==> src/rtl/decade_pkg.sv <==
package decade_pkg;
  parameter int unsigned DEF_STAGES     = 5;
  parameter int unsigned DEF_SYNC_DEPTH = 2;

  // the three asynchronous pins, carried together through the synchroniser
  typedef struct packed {
    logic clr;
    logic inh;
    logic cclk;
  } pin_set_t;
endpackage

==> src/rtl/dr_sync.sv <==
module dr_sync #(
  parameter int unsigned DEPTH = 2,
  parameter int unsigned WIDTH = 1
) (
  input  logic             clk,
  input  logic             rst,
  input  logic [WIDTH-1:0] d,
  output logic [WIDTH-1:0] q
);
  logic [WIDTH-1:0] stage_q [DEPTH];

  for (genvar s = 0; s < DEPTH; s++) begin : g_stage
    always_ff @(posedge clk) begin
      if (rst) stage_q[s] <= '0;
      else if (s == 0) stage_q[s] <= d;
      else stage_q[s] <= stage_q[(s == 0) ? 0 : s-1];
    end
  end

  assign q = stage_q[DEPTH-1];
endmodule

==> src/rtl/dr_strobe.sv <==
module dr_strobe (
  input  logic clk,
  input  logic rst,
  input  logic cnt_clk,
  input  logic inhibit,
  output logic count_evt
);
  logic strobe_now;
  logic strobe_q;

  assign strobe_now = cnt_clk & ~inhibit;

  always_ff @(posedge clk) begin
    if (rst) strobe_q <= 1'b0;
    else     strobe_q <= strobe_now;
  end

  // one event per low-to-high change of the gated strobe
  assign count_evt = strobe_now & ~strobe_q;
endmodule

==> src/rtl/dr_johnson.sv <==
module dr_johnson #(
  parameter int unsigned STAGES = 5,
  localparam int unsigned OUTS  = 2 * STAGES
) (
  input  logic              clk,
  input  logic              rst,
  input  logic              clear,
  input  logic              advance,
  output logic [STAGES-1:0] state,
  output logic [OUTS-1:0]   dec_out,
  output logic              tc_out
);
  // legal ring patterns have at most one boundary between adjacent bits
  function automatic logic jc_legal(input logic [STAGES-1:0] q);
    int unsigned edges;
    edges = 0;
    for (int i = 0; i < STAGES-1; i++) edges += (q[i] != q[i+1]) ? 1 : 0;
    return edges <= 1;
  endfunction

  function automatic logic [STAGES-1:0] jc_next(input logic [STAGES-1:0] q);
    if (jc_legal(q)) return {q[STAGES-2:0], ~q[STAGES-1]};
    return '0;
  endfunction

  logic [STAGES-1:0] ring_q;

  always_ff @(posedge clk) begin
    if (rst || clear)  ring_q <= '0;
    else if (advance)  ring_q <= jc_next(ring_q);
  end

  assign state = ring_q;

  // two-input decode of adjacent ring bits
  for (genvar k = 0; k < OUTS; k++) begin : g_dec
    if (k == 0) begin : g_first
      assign dec_out[k] = ~ring_q[STAGES-1] & ~ring_q[0];
    end else if (k < STAGES) begin : g_fill
      assign dec_out[k] = ring_q[k-1] & ~ring_q[k];
    end else if (k == STAGES) begin : g_full
      assign dec_out[k] = ring_q[STAGES-1] & ring_q[0];
    end else begin : g_drain
      assign dec_out[k] = ~ring_q[k-STAGES-1] & ring_q[k-STAGES];
    end
  end

  assign tc_out = ~ring_q[STAGES-1];
endmodule

==> src/rtl/decade_ring_divider.sv <==
module decade_ring_divider
  import decade_pkg::*;
#(
  parameter int unsigned STAGES     = DEF_STAGES,
  parameter int unsigned SYNC_DEPTH = DEF_SYNC_DEPTH,
  localparam int unsigned OUTS      = 2 * STAGES
) (
  input  logic            sys_clk,
  input  logic            sys_rst,
  input  logic            cnt_clk_in,
  input  logic            cnt_inhibit_in,
  input  logic            clear_in,
  output logic [OUTS-1:0] dec_out,
  output logic            tc_out
);
  localparam int unsigned PIN_W = $bits(pin_set_t);

  pin_set_t          pins_raw;
  pin_set_t          pins_sync;
  logic [PIN_W-1:0]  pins_sync_vec;
  logic              count_evt;
  logic              clear_act;
  logic [STAGES-1:0] jc_state;

  assign pins_raw = '{clr: clear_in, inh: cnt_inhibit_in, cclk: cnt_clk_in};

  dr_sync #(.DEPTH(SYNC_DEPTH), .WIDTH(PIN_W)) u_sync (
    .clk (sys_clk),
    .rst (sys_rst),
    .d   (pins_raw),
    .q   (pins_sync_vec)
  );

  assign pins_sync = pin_set_t'(pins_sync_vec);
  assign clear_act = pins_sync.clr;

  dr_strobe u_strobe (
    .clk       (sys_clk),
    .rst       (sys_rst),
    .cnt_clk   (pins_sync.cclk),
    .inhibit   (pins_sync.inh),
    .count_evt (count_evt)
  );

  dr_johnson #(.STAGES(STAGES)) u_ring (
    .clk     (sys_clk),
    .rst     (sys_rst),
    .clear   (clear_act),
    .advance (count_evt),
    .state   (jc_state),
    .dec_out (dec_out),
    .tc_out  (tc_out)
  );
endmodule

==> config.mk <==
export PLATFORM = sky130hd
export DESIGN_NAME = decade_ring_divider
export DESIGN_NICKNAME = d
export VERILOG_FILES = /design/src/rtl/decade_pkg.sv /design/src/rtl/dr_sync.sv /design/src/rtl/dr_strobe.sv /design/src/rtl/dr_johnson.sv /design/src/rtl/decade_ring_divider.sv
export SDC_FILE = /design/constraint.sdc
export NUM_CORES = 1
export LEC_CHECK = 0
export BUFFER_PORTS_ARGS = -buffer_cell sky130_fd_sc_hd__buf_2
export CAP_MARGIN = 30
export CORE_AREA = 2 2 39 41
export DETAILED_ROUTE_END_ITERATION = 8
export DIE_AREA = 0 0 41 43
export PLACE_DENSITY = 0.79
export SLEW_MARGIN = 40
export SYNTH_ARGS = -nofsm -noshare
export SYNTH_HDL_FRONTEND = slang
export SYNTH_SLANG_ARGS = --single-unit
==> constraint.sdc <==
create_clock -name sys_clk -period 4.9 [get_ports sys_clk]
set_clock_uncertainty 0.15 [all_clocks]
set_input_delay 0.49 -clock sys_clk [delete_from_list [all_inputs] [get_ports sys_clk]]
set_output_delay 0.49 -clock sys_clk [all_outputs]
set_load 0.01 [all_outputs]
* After elaboration in Yosys (flattened, before gate mapping)
Memories as Yosys holds them, arrays and structs flattened.
Cells that the tools add are included.
** Storage, ports and cells
- Bits in registers :: 6
- Memory bits (writable) :: 6
- Input bits :: 5
- Output and inout bits :: 11
- Word-level logic and storage cells :: 47
- Memories :: 1
** Memories
- u_sync.stage_q :: words 2, width 3, rd ports 2, clocked after Yosys merged registers in 0, write ports 2, RTL line dr_sync.sv:10 : logic [WIDTH-1:0] stage_q [DEPTH];
** Operators by class
- Add/subtract/negate cells :: 3
- $lt $le $gt $ge :: 1
- Equality and inequality tests :: 4
- Muxes and demuxes :: 14
- Bitwise gates (word level) :: 21
- Reduce and logical (&&, ||, !) cells :: 1
** Operators by type and width (count)
- 32-bit adder :: 3
- 32-bit by 1-bit <= comparator with 1-bit output (second input constant) :: 1
- 1-bit bitwise AND :: 12
- 1-bit 2-to-1 mux :: 10
- 5-bit 2-to-1 mux :: 2
- 1-bit NOT :: 7
- 3-bit 2-to-1 mux :: 2
- 1-bit != test :: 4
- 1-bit bitwise OR :: 2
- 1-bit logical OR :: 1

* Logic depth before layout (Yosys ltp)
Gate-level depths: netlist of the first run.
- Word-level depth :: 10
- Depth in mapped cells :: 7
- Mapped depth without buffers :: 7

* Hierarchy
Synthesis of the first run repeated with hierarchy kept, for this count alone.
** Second synthesis, totals
- Cell total of the unflattened synthesis :: 47
- Area total of the unflattened synthesis :: 540.5 µm²
** Modules (own cells, without submodules)
- dr_johnson :: times used 1, cells an instance 32, area an instance 347.8 µm², seq. area each 100.1 µm²
- dr_sync :: times used 1, cells an instance 12, area an instance 157.7 µm², seq. area each 120.1 µm²
- dr_strobe :: times used 1, cells an instance 3, area an instance 35.0 µm², seq. area each 20.0 µm²

* Worst setup path after synthesis of the first run
No wires, ideal clock.
- Kind :: flip-flop to flip-flop
- Start point :: reg u_ring.ring_q[2] (netlist: u_ring.state[2])
- End point :: reg u_ring.ring_q[2] (netlist: u_ring.state[2])
- Setup time :: 0.117 ns
- Arrival time :: 1.512 ns
- Data required time :: 4.633 ns
- Path slack :: 3.121 ns
- Stages on the path, launching flop included :: 8
- Buffers on the path :: 0
- Period minus slack after synthesis :: 1.779 ns
- Path through :: dfxtp_1 -> inv_1 -> ha_1 -> inv_1 -> fa_1 -> nand2b_1 -> nand4b_1 -> a21oi_1
** Between the ends
- Longest elaborated chain between the ends :: 10
- Elaborated cells between the ends (all ways) :: 12
- Those cells by class :: add/sub: 3; order compare: 1; eq/ne: 2; mux: 6
** RTL lines
- start: declaration :: RTL line dr_johnson.sv:26 : logic [STAGES-1:0] ring_q;
- start signal: assignment :: RTL line dr_johnson.sv:30 : else if (advance) ring_q <= jc_next(ring_q);
- 1-bit != test :: RTL line dr_johnson.sv:17 : for (int i = 0; i < STAGES-1; i++) edges += (q[i] != q[i+1]) ? 1 : 0;
- 1-bit 2-to-1 mux :: RTL line dr_johnson.sv:17
- 32-bit adder :: RTL line dr_johnson.sv:17
- 32-bit adder * (2 in series) :: RTL line dr_johnson.sv:17
- 32-bit by 1-bit <= comparator with 1-bit output * :: RTL line dr_johnson.sv:18 : return edges <= 1;
- 1-bit 2-to-1 mux * :: RTL line dr_johnson.sv:22 : if (jc_legal(q)) return {q[STAGES-2:0], ~q[STAGES-1]};
- 1-bit 2-to-1 mux * :: RTL line dr_johnson.sv:30
- 1-bit 2-to-1 mux * :: RTL line dr_johnson.sv:29 : if (rst || clear) ring_q <= '0;
- 5-bit 2-to-1 mux * :: RTL line dr_johnson.sv:23 : return '0;
Mark *: on every way between the ends. The rest lies on a longest branch, timed or not. The select of a mux whose other input is x is not followed.
A chain may end at the register's enable or synchronous reset.

* Final worst setup path of the first run
Ends and elaborated chain as after synthesis.

==> results of run 1 <==
## registers in the layout (all words and copies together), names as in the netlist
name / flops
u_ring.state: 5
u_strobe.strobe_q: 1
u_sync.stage_q: 6
## worst paths after layout
kind / to / cells after the start / startpoint
max: u_ring.state[2] / 7 / u_ring.state[2]
min: u_sync.stage_q[0][2] / 2 / clear_in
max reg2reg: u_ring.state[2] / 7 / u_ring.state[2]
min reg2reg: u_sync.stage_q[1][2] / 1 / u_sync.stage_q[0][2]
## routing by layer
layer / up-vias / part of all wire [%] / track usage [%]
li1: 225 / - / -
met1: 191 / 42 / 11.51
met2: 18 / 50 / 19.38
met3: 0 / 8.0 / 1.571
met4: 0 / 0 / 10.00
met5: - / 0 / 0
## logic make-up after synthesis
logic type	count (synthesis)	synth area share, %
buffers and inverters	8	5.240
flip-flops	12	41.92
AO/OA/AOI/OAI	5	4.366
adder cells (fa/ha/maj)	9	20.96
AND/OR/NAND/NOR	24	27.51
## final cells by class
type / count / area, um^2 / share of cell area [%]
multi-input combinational: 38 / 302.8 / 43.84
sequential: 12 / 240.2 / 34.78
timing repair buffer: 15 / 75.07 / 10.87
inverter: 8 / 30.03 / 4.348
clock buffer: 3 / 22.52 / 3.261
tap: 16 / 20.02 / 2.899
## Yosys cell counts
cell	count	area [um^2]
ha_1	8	100.1
or3b_4	1	11.26
nand2_1	5	18.77
nand4b_1	4	35.03
nor2b_1	6	37.54
nor3b_1	1	7.510
nor3b_4	1	18.77
nand2b_1	1	6.260
inv_1	8	30.03
nor2_1	3	11.26
or2_2	1	6.260
dfxtp_1	12	240.2
nand3_1	1	5.000
a21oi_1	5	25.02
fa_1	1	20.02
## stage by stage
stage	util, %	std cells	hold slack [ns]	setup WS [ns]	instance area (um^2)
after floorplan	-	58	0.2638	3.121	573.1
after global placement	48.28	89	0.2720	3.000	668.1
after detailed placement	48.28	89	0.2782	2.959	668.1
after CTS	49.91	92	0.2799	2.944	690.7
after global routing	49.91	92	0.2905	2.817	690.7
final	49.91	92	0.2864	2.969	690.7
## power by group through the flow
stage	logic (W)	clock network (W)	registers (W)
after floorplan	0.00000662	0	0.000104
after global placement	0.00000997	0	0.000104
after detailed placement	0.0000104	0	0.000104
after CTS	0.0000104	0.0000594	0.000102
after global routing	0.0000115	0.0000629	0.000102
final	0.0000102	0.0000569	0.000102
==> flow_summary.ini, run 1 <==
[outcome]
status = finished, final reports clean

[final_layout]
final_cell_mix = buf_2 (15), dfxtp_1 (12), inv_1 (8), ha_1 (8), nor2b_1 (6)
layout-drive-gt1-share_pct = 27.63
n_antenna_cell = 0
nets = 92
final_common_cell = buf_2
num-fill-cells = 140
syn_to_final_growth_pct = 20.52

[cts]
clock_latency_ns = 0.26
cts_tree = done
holdBufCountCts = 0
cts_resized = 0
cts.sinks = 12
numCtsBuffers = 3
post_cts_buffers = 0
cts-htree-levels = 1
clk_pin_slew_ns = 0.07
clockRootBuffer = clkbuf_4
clock_path_buffers = 2

[sta]
period_needed_ns = 1.931
setup_tns_ns = 0
setup_viol = 0
slew_viol_final = 0
rsz0062_at_grt = false
timing.final.crit_share_pct = 39.40
tightest_slew_ns = 0.2305
finalHoldViolations = 0
clock.fmax_ghz = 0.5179
slew-limit-headroom_pct = 84.62

[global_route]
grt_pass1_wl_mm = 1.359
overflow = 0
grt_pass1_vias = 368
grt_use_total_pct = 11.63
grt_max_degree = 9
grt_antenna_before_repair = 0

[synthesis]
synth.net_count = 72
synth_cell_types = 15
synthCells = 58
postSynthAreaPerCell_um2 = 9.880
ys_seq_elements = 12
synth-warning-count = 0
synth_area_um2 = 573.1
synth-seq-area-share_pct = 41.92

[placed_design]
numPortBuffers = 15
gp_congestion = 0.6724
dpl.hpwl_um = 733.8

[floorplanning]
dieArea_um2 = 1763
ios = 16
die_y_um = 43
rows = 14
core_area_um2 = 1384
chipWidth_um = 41
start_util_pct = 41.41

[power_and_ir_drop]
power_frac_clock_pct = 33.6
static-leakage-power_nw = 0.3212
ir_drop_uv = 209.0
seq_power_share_pct = 60.4
switchingPower_w = 0.00003507
power_w = 0.0001692
p_per_area_nw_per_um2 = 244.9
p_sw_share_pct = 20.73
p_comb_share_pct = 6.0
internal-power_w = 0.0001341

[critical_path]
path_max_fanout = 5
rrSetupSlack_ns = 2.97
critPathArrivalTime_ns = 1.98
cpMaxStageDelayCell = fa_1
crit_required_ns = 4.94
max_stage_delay_ns = 0.47
worstSetupStartpointType = flip-flop
path_class = flip-flop to flip-flop
path_cells = inv_1 > ha_1 > inv_1 > fa_1 > nand2b_1 > nand4b_1 > a21oi_1
crit_family = adder cells
cp-end-kind = flip-flop
cp_num_buf_inv = 2
critPathMostFrequentCell = inv_1

[worst_hold_path]
hp-class = input port to flip-flop

[detailed_routing]
dr.pass1.iters = 4
wl_um = 911
ant_nets = 0
vias = 434
drc_errors = 0
post_drt_wl_per_cell_um = 9.902
via_per_inst = 4.717
first_iter_violations = 7

[run]
max_cap_viol_count = 0
No activity file was read; power rests on OpenSTA's default activity.
==> run 2: changes to the inputs <==
- clock period: 4.9 -> 1.8 ns (I/O delays scaled with it)
==> flow_summary.ini, run 2 (synthesized netlist as in run 1, its figures left out) <==
[outcome]
status = finished, final reports clean

[sta]
setup_viol = 0
slew_viol_final = 0
rsz0062_at_grt = true
holdWs_ns = 0.02033
layout_setup_ws_ns = 0.02811
slew-limit-headroom_pct = 81.74
setup_tns_ns = 0
clock.fmax_ghz = 0.5644
finalHoldViolations = 0
timing.final.crit_share_pct = 98.44
tightest_slew_ns = 0.2736
period_needed_ns = 1.772

[global_route]
grt_max_degree = 9
overflow = 0
grt-busiest-layer = met2
use_met3_pct = 4.712
grt_pass1_wl_mm = 1.773
use_met1_pct = 15.89
grt_pass1_vias = 459
grt_use_total_pct = 15.50
use_met2_pct = 25.31
grt_antenna_before_repair = 0

[critical_path]
cp-end-kind = flip-flop
critPathArrivalTime_ns = 1.78
path_max_fanout = 5
worstSetupStartpointType = flip-flop
crit_required_ns = 1.81
path_class = flip-flop to flip-flop

[power_and_ir_drop]
power_w = 0.0004716
internal-power_w = 0.0003726
switchingPower_w = 0.00009899
p_comb_share_pct = 8.5
p_per_area_nw_per_um2 = 578.1
ir_drop_uv = 331.4
seq_power_share_pct = 58.8
power_frac_clock_pct = 32.7
p_sw_share_pct = 20.99
static-leakage-power_nw = 0.3710

[final_layout]
nets = 101
n_antenna_cell = 0
final_common_cell = buf_2
final_area_um2 = 815.8
regMostFlops = u_sync.stage_q
largest_register_ffs = 6
layout-drive-gt1-share_pct = 50.59
syn_to_final_growth_pct = 42.36
final_cell_mix = buf_2 (15), dfxtp_1 (9)

[placed_design]
dpl.hpwl_um = 799
gp_congestion = 0.6945
numPortBuffers = 15
pre_cts_ws_ns = -0.004725
dpl_cell_area_um2 = 713.2

[detailed_routing]
dr.pass1.iters = 2
ant_nets = 0
wl_mm = 1.072
via_per_inst = 4.653
drc_errors = 0
first_iter_violations = 5
vias = 470
post_drt_wl_per_cell_um = 10.61

[cts]
post_cts_buffers = 0
clk_pin_slew_ns = 0.07
clock_path_buffers = 2
clockRootBuffer = clkbuf_4
cts.sinks = 12
clock_latency_ns = 0.26
cts-htree-levels = 1
cts_tree = done
numCtsBuffers = 3

[floorplanning]
ios = 16
rows = 14
core_area_um2 = 1384
die_y_um = 43
chipWidth_um = 41
dieArea_um2 = 1763
start_util_pct = 41.41

[worst_hold_path]
hp-class = input port to flip-flop

[run]
max_cap_viol_count = 0
run 2: cell count changes in the layout (fill, tap and decap cells not counted), moves of 3 or more:
cell / previous run / this run
buf_4: 0 / 6
dlygate4sd3_1: 0 / 3
dfxtp_2: 0 / 3
inv_2: 0 / 6
dfxtp_1: 12 / 9
inv_1: 8 / 2
run 2: area by class of cell:
| cell class | count | area (um^2) |
|---|---|---|
| fillers | 121 | 568.0 |
| multi-input cells | 38 | 349.1 |
| flip-flops and latches | 12 | 244.0 |
| repair buffers | 24 | 150.1 |
| inverters | 8 | 30.03 |
| clock buffers | 3 | 22.52 |
| well taps | 16 | 20.02 |
run 2: repair_timing:
item	CTS	global route
pin swaps	4	3
endpoints found under the setup margin	4	5
endpoints found under the hold margin	3	0
gates resized for setup	9	7
hold buffers	3	0
cloned	0	0
run 2: power by group through the flow:
stage               Clock, W  Sequential (W)  Combinational, W
detailed placement         0        0.000283         0.0000316
global placement           0        0.000283         0.0000300
finish              0.000154        0.000277         0.0000401
global route        0.000180        0.000278         0.0000452
floorplan                  0        0.000283         0.0000180
CTS                 0.000165        0.000277         0.0000370
run 2: worst paths after layout:
| path | startpoint | endpoint | slack [ns] | cells after the start |
|---|---|---|---|---|
| setup / recovery | u_ring.state[0] | u_ring.state[1] | 0.03 | 7 |
| hold / removal | sys_rst | u_sync.stage_q[1][2] | 0.02 | 2 |
| setup reg to reg | u_ring.state[0] | u_ring.state[1] | 0.03 | 7 |
| hold reg to reg | u_sync.stage_q[0][2] | u_sync.stage_q[1][2] | 0.30 | 1 |
run 2: metrics by stage:
| stage | cells | util, % |
|---|---|---|
| 3_5_place_dp | 95 | 51.54 |
| 2_1_floorplan | 58 | - |
| 6_report | 101 | 58.95 |
| 5_1_grt | 101 | 58.95 |
| 3_3_place_gp | 95 | 51.54 |
| 4_1_cts | 101 | 56.51 |
run 2: routing by layer:
metal	routed length [um]	vias to the layer above	part of all wire, %
li1	-	243	-
met1	401	211	37
met2	612	16	57
met3	57	0	5.3
met4	0	0	0
met5	0	-	0
run 2: worst max-delay path, cell delays in order, from the launching register on:
cell	delay, ns
dfxtp_2	0.33
inv_2	0.05
ha_4	0.25
inv_2	0.03
fa_2	0.58
nand2b_4	0.08
nand4b_1	0.12
a21oi_2	0.06
==> run 3: changes to the inputs <==
- clock period: 1.8 -> 2.1 ns (I/O delays scaled with it)
==> flow_summary.ini, run 3 (synthesized netlist as in run 1, its figures left out) <==
[final_layout]
layout-drive-gt1-share_pct = 29.49
num-fill-cells = 142
finish.utilization_pct = 51.27
final_common_cell = buf_2
syn_to_final_growth_pct = 23.80
final_cells = 94
multiInputGateArea_um2 = 302.8
nets = 94
regMostFlops = u_sync.stage_q
largest_register_ffs = 6
n_antenna_cell = 0
final_cell_mix = buf_2 (15), dfxtp_1 (11), inv_1 (8), ha_1 (8), nor2b_1 (6)
seq_area_um2 = 241.5

[cts]
numCtsBuffers = 3
clock_path_buffers = 2
clk_pin_slew_ns = 0.07
cts-htree-levels = 1
cts_tree = done
clock_latency_ns = 0.26
cts.sinks = 12
post_cts_buffers = 0
clockRootBuffer = clkbuf_4

[sta]
clock.fmax_ghz = 0.5242
finalHoldViolations = 0
slew_viol_final = 0
timing.final.crit_share_pct = 90.84
rsz0062_at_grt = false
period_needed_ns = 1.908
slew-limit-headroom_pct = 84.07
setup_viol = 0
holdWs_ns = 0.01649
setup_tns_ns = 0
tightest_slew_ns = 0.2388

[detailed_routing]
vias = 445
ant_nets = 0
wl_um = 963
first_iter_violations = 1
via_per_inst = 4.734
post_drt_wl_per_cell_um = 10.24
drc_errors = 0
dr.pass1.iters = 4

[critical_path]
path_max_fanout = 5
max_stage_delay_ns = 0.41
cpMaxStageDelayCell = fa_1
critPathMostFrequentCell = inv_1
path_cells = inv_1 > ha_1 > inv_1 > fa_1 > nand2b_1 > nand4b_1 > a21oi_1
cp-end-kind = flip-flop
worstSetupStartpointType = flip-flop
crit_required_ns = 2.14
path_class = flip-flop to flip-flop
critPathArrivalTime_ns = 1.94

[outcome]
status = finished, final reports clean

[global_route]
grt_max_degree = 9
overflow = 0
grt_pass1_vias = 396
grt_use_total_pct = 13.50
grt_antenna_before_repair = 0
grt_pass1_wl_mm = 1.552

[floorplanning]
ios = 16
chipWidth_um = 41
start_util_pct = 41.41
rows = 14
dieArea_um2 = 1763
core_area_um2 = 1384
die_y_um = 43

[power_and_ir_drop]
static-leakage-power_nw = 0.3313
power_frac_clock_pct = 32.9
internal-power_w = 0.0003150
ir_drop_uv = 394.5
p_sw_share_pct = 20.24
switchingPower_w = 0.00007993
power_w = 0.0003950
p_comb_share_pct = 6.9
p_per_area_nw_per_um2 = 556.8
seq_power_share_pct = 60.1

[placed_design]
gp_congestion = 0.6587
dpl.hpwl_um = 761.1
dpl.cell_count = 90
numPortBuffers = 15

[run]
max_cap_viol_count = 0

[worst_hold_path]
hp-class = input port to flip-flop
## run 3: metal layers
metal | routed length [um] | GRT usage [%] | vias to the layer above
met1 | 367 | 15.00 | 197
met3 | 65 | 1.571 | 0
met2 | 530 | 21.88 | 16
met4 | 0 | 10.00 | 0
li1 | - | - | 232
met5 | 0 | 0 | -
## run 3: stage by stage
step	setup slack, ns	cell area (um^2)
floorplan	0.3210	573.1
global placement	0.1956	675.6
detailed placement	0.1258	675.6
CTS	0.1078	708.2
global route	0.06183	709.4
finish	0.1924	709.4
## run 3: what timing repair did
action,4_1_cts,5_1_grt
hold buffers,1,0
endpoints found under the setup margin,0,1
gates resized for setup,0,1
endpoints found under the hold margin,1,0
## run 3: final cells by class
class,instances,share of cell area (%)
timing repair buffer,17,13.05
tap,16,2.822
sequential,12,34.04
clock buffer,3,3.175
inverter,8,4.233
multi-input combinational,38,42.68
## run 3: path summary, 6_finish.rpt
| kind | from | endpoint | slack [ns] | depth (start not counted) |
|---|---|---|---|---|
| max | u_ring.state[3] | u_ring.state[2] | 0.19 | 7 |
| min | cnt_clk_in | u_sync.stage_q[0][0] | 0.02 | 2 |
| max reg2reg | u_ring.state[3] | u_ring.state[2] | 0.19 | 7 |
| min reg2reg | u_sync.stage_q[0][2] | u_sync.stage_q[1][2] | 0.29 | 1 |
## run 3: worst max-delay path, delay by kind of cell (launching register included)
family | cells | cell delay, ns
AND/OR/NAND/NOR | 2 | 0.27
buffers and inverters | 2 | 0.17
flip-flops | 1 | 0.39
adder cells (fa/ha/maj) | 2 | 0.71
AO/OA/AOI/OAI | 1 | 0.14
## run 3: power groups by stage
stage	logic [W]	clock network (W)	registers (W)
global route	0.0000307	0.000156	0.000238
global placement	0.0000255	0	0.000242
finish	0.0000273	0.000130	0.000238
detailed placement	0.0000265	0	0.000243
floorplan	0.0000154	0	0.000243
CTS	0.0000279	0.000140	0.000238
